## config.mk

```make
export PLATFORM = sky130hd
export DESIGN_NAME = pwr_mode_ctrl
export DESIGN_NICKNAME = d
export VERILOG_FILES = /design/src/rtl/pmc_pkg.sv /design/src/rtl/pmc_rx_monitor.sv /design/src/rtl/pmc_detect_timer.sv /design/src/rtl/pmc_ctrl_decode.sv /design/src/rtl/pwr_mode_ctrl.sv
export SDC_FILE = /design/constraint.sdc
export NUM_CORES = 1
export LEC_CHECK = 0
export BUFFER_PORTS_ARGS = -buffer_cell sky130_fd_sc_hd__buf_2
export CAP_MARGIN = 10
export CORE_AREA = 10 10 105 107
export DETAILED_ROUTE_END_ITERATION = 8
export DIE_AREA = 0 0 115 117
export GPL_TIMING_DRIVEN = 0
export PLACE_DENSITY_LB_ADDON = 0.08
export SYNTH_ARGS = -nofsm -noshare
export SYNTH_HDL_FRONTEND = slang
export SYNTH_SLANG_ARGS = --single-unit
```

## constraint.sdc

```tcl
create_clock -name clk -period 4.3 [get_ports clk]
set_clock_uncertainty 0.15 [all_clocks]
set_input_delay 0.86 -clock clk [delete_from_list [all_inputs] [get_ports clk]]
set_output_delay 0.86 -clock clk [all_outputs]
set_load 0.02 [all_outputs]
```

## src/rtl/pmc_pkg.sv

```systemverilog
// Shared types for the metering power mode controller.
// Assumes mode codes 0..5 are valid; 6 and 7 are unused.
package pmc_pkg;

    typedef enum logic [2:0] {
        MD_FULL   = 3'd0,
        MD_LOPREC = 3'd1,
        MD_LOFUNC = 3'd2,
        MD_TAMPER = 3'd3,
        MD_SLEEP  = 3'd4,
        MD_DETECT = 3'd5
    } pm_mode_e;

    typedef struct packed {
        logic       v_en;
        logic       i_en;
        logic       aux_en;
        logic       rate_hi;
        logic       bias_hi;
        logic [1:0] dsp_lvl;
        logic       clk_run;
    } pm_ctrl_t;

    localparam logic [1:0] DSP_OFF   = 2'd0;
    localparam logic [1:0] DSP_IRMS  = 2'd1;
    localparam logic [1:0] DSP_BASIC = 2'd2;
    localparam logic [1:0] DSP_ALL   = 2'd3;

    localparam logic [2:0] LAST_CODE = 3'd5;
    localparam logic [2:0] LAST_RUN  = 3'd3;

endpackage

```

## src/rtl/pmc_rx_monitor.sv

```systemverilog
// Watches the UART receive line for wake and reset events.
// Assumes the line idles high; it is synchronized with two flops.
// wake_evt: one cycle on a synchronized falling edge.
// rst_evt: one cycle when the line has been low RST_HOLD ticks.
module pmc_rx_monitor #(
    parameter int RST_HOLD = 16
) (
    input  logic clk,
    input  logic rst_n,
    input  logic rx_in,
    output logic wake_evt,
    output logic rst_evt
);
    localparam int HW = $clog2(RST_HOLD + 1);

    logic          sync1;
    logic          sync2;
    logic          prev;
    logic [HW-1:0] low_cnt;

    // Synchronize the line, remember its last value, count low ticks.
    always_ff @(posedge clk) begin
        if (!rst_n) begin
            sync1   <= 1'b1;
            sync2   <= 1'b1;
            prev    <= 1'b1;
            low_cnt <= '0;
        end else begin
            sync1 <= rx_in;
            sync2 <= sync1;
            prev  <= sync2;
            if (sync2)
                low_cnt <= '0;
            else if (low_cnt != HW'(RST_HOLD))
                low_cnt <= low_cnt + 1'b1;
        end
    end

    // Decode the one-cycle events.
    always_comb begin
        wake_evt = prev & ~sync2;
        rst_evt  = ~sync2 && (low_cnt == HW'(RST_HOLD - 1));
    end

endmodule

```

## src/rtl/pmc_detect_timer.sv

```systemverilog
// Doze/window timer and magnitude comparator for current-detect mode.
// Assumes active is high only while the controller is in detect mode;
// when low the timer is held in its doze state with cleared counts.
module pmc_detect_timer #(
    parameter int PER_W = 16,
    parameter int WIN_W = 8,
    parameter int SMP_W = 16
) (
    input  logic                    clk,
    input  logic                    rst_n,
    input  logic                    active,
    input  logic [PER_W-1:0]        period,
    input  logic [WIN_W-1:0]        window,
    input  logic [SMP_W-1:0]        threshold,
    input  logic signed [SMP_W-1:0] sample,
    input  logic                    sample_vld,
    output logic                    watching,
    output logic                    hit
);
    logic             in_watch;
    logic [PER_W-1:0] doze_cnt;
    logic [WIN_W-1:0] win_cnt;
    logic             win_last;
    logic [SMP_W-1:0] raw;
    logic [SMP_W-1:0] mag;

    // Window ends on its last tick; zero length behaves as one tick.
    always_comb begin
        win_last = (window == '0) || (win_cnt == window - 1'b1);
    end

    // Alternate between dozing and watching.
    always_ff @(posedge clk) begin
        if (!rst_n || !active) begin
            in_watch <= 1'b0;
            doze_cnt <= '0;
            win_cnt  <= '0;
        end else if (!in_watch) begin
            if (period != '0) begin
                if (doze_cnt == period - 1'b1) begin
                    in_watch <= 1'b1;
                    doze_cnt <= '0;
                end else begin
                    doze_cnt <= doze_cnt + 1'b1;
                end
            end
        end else begin
            if (win_last) begin
                in_watch <= 1'b0;
                win_cnt  <= '0;
            end else begin
                win_cnt <= win_cnt + 1'b1;
            end
        end
    end

    // Absolute value of the sample and the trip decision.
    always_comb begin
        raw      = sample;
        mag      = raw[SMP_W-1] ? (~raw + 1'b1) : raw;
        watching = active & in_watch;
        hit      = watching & sample_vld & (mag > threshold);
    end

endmodule

```

## src/rtl/pmc_ctrl_decode.sv

```systemverilog
// Maps the present mode (and window state) to converter, DSP and gate
// controls. Purely combinational; assumes watching is only high in detect.
module pmc_ctrl_decode
    import pmc_pkg::*;
(
    input  pm_mode_e mode,
    input  logic     watching,
    output pm_ctrl_t ctrl
);
    // One control word per mode.
    always_comb begin
        ctrl = '0;
        case (mode)
            MD_FULL:   ctrl = '{1'b1, 1'b1, 1'b1, 1'b1, 1'b1, DSP_ALL,   1'b1};
            MD_LOPREC: ctrl = '{1'b1, 1'b1, 1'b1, 1'b0, 1'b0, DSP_ALL,   1'b1};
            MD_LOFUNC: ctrl = '{1'b1, 1'b1, 1'b0, 1'b1, 1'b1, DSP_BASIC, 1'b1};
            MD_TAMPER: ctrl = '{1'b0, 1'b1, 1'b0, 1'b0, 1'b0, DSP_IRMS,  1'b1};
            MD_DETECT: ctrl = watching ? '{1'b0, 1'b1, 1'b0, 1'b0, 1'b0, DSP_OFF, 1'b0}
                                       : '0;
            default:   ctrl = '0;
        endcase
    end

endmodule

```

## src/rtl/pwr_mode_ctrl.sv

```systemverilog
// Top of the metering power mode controller, clocked at 32 kHz.
// Chooses the operating mode from software requests, receive-line events
// and the current-detect trip, and drives the power controls.
// Priority: line reset, then wake (only while dozing), then request,
// then trip. Assumes the inputs are stable in the 32 kHz domain.
module pwr_mode_ctrl
    import pmc_pkg::*;
#(
    parameter int PER_W    = 16,
    parameter int WIN_W    = 8,
    parameter int SMP_W    = 16,
    parameter int RST_HOLD = 16
) (
    input  logic                    clk,
    input  logic                    rst_n,
    input  logic                    rx_in,
    input  logic                    mode_req_vld,
    input  logic [2:0]              mode_req,
    input  logic [PER_W-1:0]        wake_period,
    input  logic [WIN_W-1:0]        watch_len,
    input  logic [SMP_W-1:0]        trip_level,
    input  logic signed [SMP_W-1:0] cur_sample,
    input  logic                    cur_sample_vld,
    output logic [2:0]              mode_out,
    output logic                    adc_v_en,
    output logic                    adc_i_en,
    output logic                    adc_aux_en,
    output logic                    adc_rate_hi,
    output logic                    adc_bias_hi,
    output logic [1:0]              dsp_level,
    output logic                    dsp_clk_run
);
    pm_mode_e cur_mode;
    pm_mode_e run_mode;
    logic     wake_evt;
    logic     rst_evt;
    logic     watching;
    logic     hit;
    logic     dozing;
    logic     req_ok;
    pm_ctrl_t ctrl;

    pmc_rx_monitor #(.RST_HOLD(RST_HOLD)) u_rx (
        .clk      (clk),
        .rst_n    (rst_n),
        .rx_in    (rx_in),
        .wake_evt (wake_evt),
        .rst_evt  (rst_evt)
    );

    pmc_detect_timer #(.PER_W(PER_W), .WIN_W(WIN_W), .SMP_W(SMP_W)) u_det (
        .clk        (clk),
        .rst_n      (rst_n),
        .active     (cur_mode == MD_DETECT),
        .period     (wake_period),
        .window     (watch_len),
        .threshold  (trip_level),
        .sample     (cur_sample),
        .sample_vld (cur_sample_vld),
        .watching   (watching),
        .hit        (hit)
    );

    pmc_ctrl_decode u_dec (
        .mode     (cur_mode),
        .watching (watching),
        .ctrl     (ctrl)
    );

    // Qualify wake and request conditions.
    always_comb begin
        dozing = (cur_mode == MD_SLEEP) || (cur_mode == MD_DETECT);
        req_ok = mode_req_vld && (mode_req <= LAST_CODE);
    end

    // Mode state machine with the remembered run mode.
    always_ff @(posedge clk) begin
        if (!rst_n || rst_evt) begin
            cur_mode <= MD_FULL;
            run_mode <= MD_FULL;
        end else if (wake_evt && dozing) begin
            cur_mode <= run_mode;
        end else if (req_ok) begin
            cur_mode <= pm_mode_e'(mode_req);
            if (mode_req <= LAST_RUN)
                run_mode <= pm_mode_e'(mode_req);
        end else if (hit) begin
            cur_mode <= MD_TAMPER;
        end
    end

    // Drive the ports from the decoded control word.
    always_comb begin
        mode_out    = cur_mode;
        adc_v_en    = ctrl.v_en;
        adc_i_en    = ctrl.i_en;
        adc_aux_en  = ctrl.aux_en;
        adc_rate_hi = ctrl.rate_hi;
        adc_bias_hi = ctrl.bias_hi;
        dsp_level   = ctrl.dsp_lvl;
        dsp_clk_run = ctrl.clk_run;
    end

endmodule

```

After elaboration in Yosys (flattened, before gate mapping)
Index checks and enable logic that the tools add are counted.

storage, ports and cells
  register bits after elaboration = 39
  output and inout bits = 11

cells by class
  add/sub/neg operators = 6
  $lt $le $gt $ge = 3
  equality and inequality tests = 9
  mux-type cells = 12
  bitwise logic cells = 9
  reduce and logical (&&, ||, !) cells = 16

operator list
  cell                                                                   count
  8-bit one-hot mux with 5 select lines                                  1
  16-bit by 1-bit adder with 16-bit output (second input constant)       2
  16-bit two-way mux                                                     2
  16-bit == test                                                         1
  16-bit > comparator                                                    1
  16-bit NOT                                                             1
  16-bit nonzero test                                                    1
  16-bit by 1-bit subtractor with 16-bit output (second input constant)  1
  3-bit two-way mux                                                      3
  8-bit by 1-bit adder with 8-bit output (second input constant)         1
  8-bit == test                                                          1
  8-bit logical NOT                                                      1
  8-bit two-way mux                                                      1
  8-bit by 1-bit subtractor with 8-bit output (second input constant)    1
  7-bit two-way mux                                                      1
  3-bit by 2-bit == test with 1-bit output (second input constant)       2
  3-bit == test (second input constant)                                  2
  5-bit by 1-bit adder with 5-bit output (second input constant)         1
  5-bit by 4-bit == test with 1-bit output (second input constant)       1
  5-bit inequality test (second input constant)                          1
  1-bit AND                                                              4
  1-bit logical OR                                                       4
  1-bit two-way mux                                                      4
  1-bit NOT                                                              4
  10 further kinds                                                       13

Depth between registers and ports, before layout
  depth in word-level cells = 8
  mapped depth = 12

Cells and area by module
A second synthesis with hierarchy kept.

unflattened totals
  cell total of the unflattened synthesis = 436
  area total of the unflattened synthesis = 3,557.2 um^2

modules (own cells, without submodules)
  module            instances  cells an instance  area an instance (um^2)  sequential area each (um^2)
  pmc_detect_timer  1          360                2,840.2                  500.5
  pmc_rx_monitor    1          35                 370.4                    160.2
  pwr_mode_ctrl     1          31                 290.3                    120.1
  pmc_ctrl_decode   1          10                 56.3                     0.0

Worst setup path before layout
Ideal clock, no wire load.

  kind = input-to-reg
  from = input port cur_sample[3]
  to = register cur_mode[1] (netlist: mode_out[1])
  arrival = 3.171 ns
  path slack = 0.844 ns
  stages on the path = 12
  path through = or3_1 -> nor4_1 -> nand3_1 -> o31ai_1 -> xnor2_1 -> ha_1 -> a21o_1 -> a21o_1 -> a21oi_1 -> o21ai_0 -> o21ai_0 -> a211oi_1

between the ends
  word-level cells in the longest chain between the ends = 6

ends and longest elaborated chain
  item                                      line                    text
  start, declared                           pwr_mode_ctrl.sv:22     input logic signed [SMP_W-1:0] cur_sample,
  16-bit NOT                                pmc_detect_timer.sv:60  mag = raw[SMP_W-1] ? (~raw + 1'b1) : raw;
  16-bit by 1-bit adder with 16-bit output  pmc_detect_timer.sv:60
  16-bit two-way mux (*)                    pmc_detect_timer.sv:60
  16-bit > comparator (*)                   pmc_detect_timer.sv:62  hit = watching & sample_vld & (mag > threshold);
  1-bit AND (*)                             pmc_detect_timer.sv:62
  3-bit nonzero test (no source line) (*)   -
  end signal, assigned                      pwr_mode_ctrl.sv:82     cur_mode <= run_mode;
  end signal, assigned                      pwr_mode_ctrl.sv:84     cur_mode <= pm_mode_e'(mode_req);
  end, declared                             pwr_mode_ctrl.sv:33     pm_mode_e cur_mode;

Every way passes the cells marked *; elsewhere a longest branch is shown, timed or not.
A chain may end at the register's enable or synchronous reset.

Worst setup path after layout
Same ends and word-level chain as after synthesis.

==> reports/results.txt <==
Cell accounting for the most synthesized area - dfxtp_1
Final core utilization - 45.4%
Asr flop ratio synth - 0%
Via density - 5.31
Fin crit share - 84.4%
Syn-to-layout area delta - 17.7%
CTS buffer count - 5
Clk buf depth - 2
Total die area - 13500 sq um
DRT iter0 DRCs - 89
Share of the synthesized area in the top cell type - 22.4%
DRC viols - 0
H-tree depth - 2
I/O Buffers - 73
# setup viols final - 0
Highest fanout seen on the critical path - 4
#FFs+latches synth - 39
Largest family of logic cells by synthesized area - simple AND/OR/NAND/NOR gates
Post-DP HPWL - 7.16 mm
Post-cts resize count - 0
Average wire per cell in the routed design - 13.8 um
Post-synthesis sequential area ratio - 22.4%
Type of the worst setup path - input port to flip-flop
Clk_lat worst skew - 290 ps
CP peak stage delay - 400 ps
Static leakage - 1.60 nW
Core box area - 9020 sq um
Fin cells - 629
CP Launch Type - input port
Worst Path Arrival - 3640 ps
Crit path required time - 4310 ps
Cts hold-fix bufs - 0
Nets@finish - 607
Max_cap viols - 0
Largest net degree at the start of global routing - 13
Power Density - 213 nW/um^2
Worst Hold Class - flip-flop to flip-flop
Post-synth cell types - 60
Fmax - 0.276 GHz
Most numerous cell in the Yosys netlist - xnor2_1
Status - finished clean
Actual slew at the worst max-slew pin - 760 ps
Peak supply drop - 0.130 mV
Hold Slack - 259 ps
Diodes inserted - 0
Placed Cells - 621
Critical-path top delay cell - or3_1
Clock slew at reported path FFs - 70 ps
Min cycle time layout - 3630 ps
Hold Vio Cnt, Final - 0
Final WL - 8.70 mm
Die Y-Extent - 117 um
Synth warnings - 0
Starting Density - 38.6%
Post-synth EDFFs - 0
Total GRT Usage - 13.0%
Post-synthesis adder-cell area fraction - 8.99%
Post-route ant nets - 0
Gate Count Post-Synth - 437
Synth area leaders - dfxtp_1 (22%), xnor2_1 (11%), ha_1 (9.0%)
Worst reg2reg setup slack - 1880 ps
Total power - 871 uW
Overflow left after global routing - 0
Net count after synthesis - 526
Initial antenna violation count - 0
First drt pass iteration count - 4
Mux cell area share after synthesis - 1.44%
RSZ-0062 raised after global routing - no
Post-synthesis simple-gate area fraction - 24.0%
Chip width - 115 um
Number of global-route vias before repair - 3322
CTS Sinks - 39
Cell Rows - 35
Synth Cell Area - 3480 sq um
CTS tree - yes
Top post-synthesis cells by count - xnor2_1 (43), nor2_1 (41), inv_1 (40)
Post-route setup slack - 671 ps
Compound-Gate Fraction of Synth Area - 22.4%
Worst path cell trace - buf_2 > or3_1 > nor4_1 > nand3_1 > o21ai_0 > xnor2_1 > ha_1 > a21o_1 > a21o_1 > a21oi_1 > o21ai_0 > o21ai_0 > a211oi_1
Syn_area_per_cell - 7.96 sq um
First-pass GRT wire length - 14.8 mm
Post-place setup slack - 333 ps
Crit path capture type - flip-flop
Slew Viols, Final - 0
Top FF cell, synth - dfxtp_1
Slew HR - 48.6%
Setup Total Neg Slack - 0 ps
Xor/xnor share of the synthesized area - 13.8%
Crit-path most repeated cell - o21ai_0
Gpl congestion - 0.810
# IOs - 75
Placed cell areas - 3980 sq um
Via count of the routed design - 3339
Postcts setup bufs - 0
Design Area, Final - 4090 sq um
Ratio of cells with drive above 1 in the final layout - 21.0%
Root Buffer - clkbuf_8
[final cells by class]
| type | instances | area [sq um] |
|---|---|---|
| timing repair buffer | 74 | 370 |
| tap | 111 | 139 |
| multi-input combinational | 345 | 2460 |
| inverter | 40 | 150 |
| sequential | 39 | 781 |
| clock inverter | 2 | 37.5 |
| clock buffer | 5 | 68.8 |
| buffer | 13 | 90.1 |
| fill | 914 | 4930 |
[sequential cells by signal, indices dropped and copies added, names as in the netlist]
name and count:
mode_out 3, run_mode 3, u_det.doze_cnt 16, u_det.in_watch 1
u_det.win_cnt 8, u_rx.low_cnt 5, u_rx.prev 1, u_rx.sync1 1
u_rx.sync2 1
[critical path, delay by kind of cell]
kind                       cells  cell delay (ps)
AOI/OAI and AO/OA              7             1200
and+or+nand+nor                3             1040
adders and majority gates      1              270
xor gates and xnor gates       1              150
buffers and inverters          1              120
[worst paths after layout]
path                            cells after the start               end           from
worst min-delay path                                1        u_rx.sync2     u_rx.sync1
worst max register to register                      5  u_det.win_cnt[4]    mode_out[2]
worst min register to register                      1        u_rx.sync2     u_rx.sync1
worst max-delay path                               13       mode_out[1]  cur_sample[3]
[where the power goes]
| part | switching, mW | leakage (nW) | internal [mW] |
|---|---|---|---|
| combinational | 0.111 | 1.23 | 0.0911 |
| sequential | 0.00334 | 0.316 | 0.365 |
| clock | 0.130 | 0.0502 | 0.170 |
| total | 0.245 | 1.60 | 0.626 |
[kinds of logic (layout without fill, tap and decap cells)]
logic type	Yosys count	count (layout)
AOI/OAI and AO/OA	103	103
DFF	39	39
adders and majority gates	25	25
buffers and inverters	53	134
xor gates and xnor gates	55	55
muxes	5	5
and+or+nand+nor	157	157
[metal layers]
metal	track usage, %	share of wire [%]	routed length, um	vias up
met3	3.47	5.2	453	7
met2	21.2	46	4000	58
met4	3.38	0.95	83	0
met1	16.5	48	4160	1525
li1	-	-	-	1749
met5	0	0	0	-
[layout by cell type, fill, tap and decap left out, types with 6 or more instances in the layout]
cell / instances
a211oi_1: 9
a211oi_2: 10
a21o_1: 7
a21oi_1: 18
buf_2: 75
clkbuf_1: 6
dfxtp_1: 39
ha_1: 25
inv_1: 40
nand2_1: 25
nand2b_1: 7
nand3_1: 13
nand4_1: 8
nor2_1: 41
nor3_1: 12
nor4_1: 11
o21ai_0: 14
xnor2_1: 43
xor2_1: 12
Note: power is estimated with default switching activity, not from simulation.
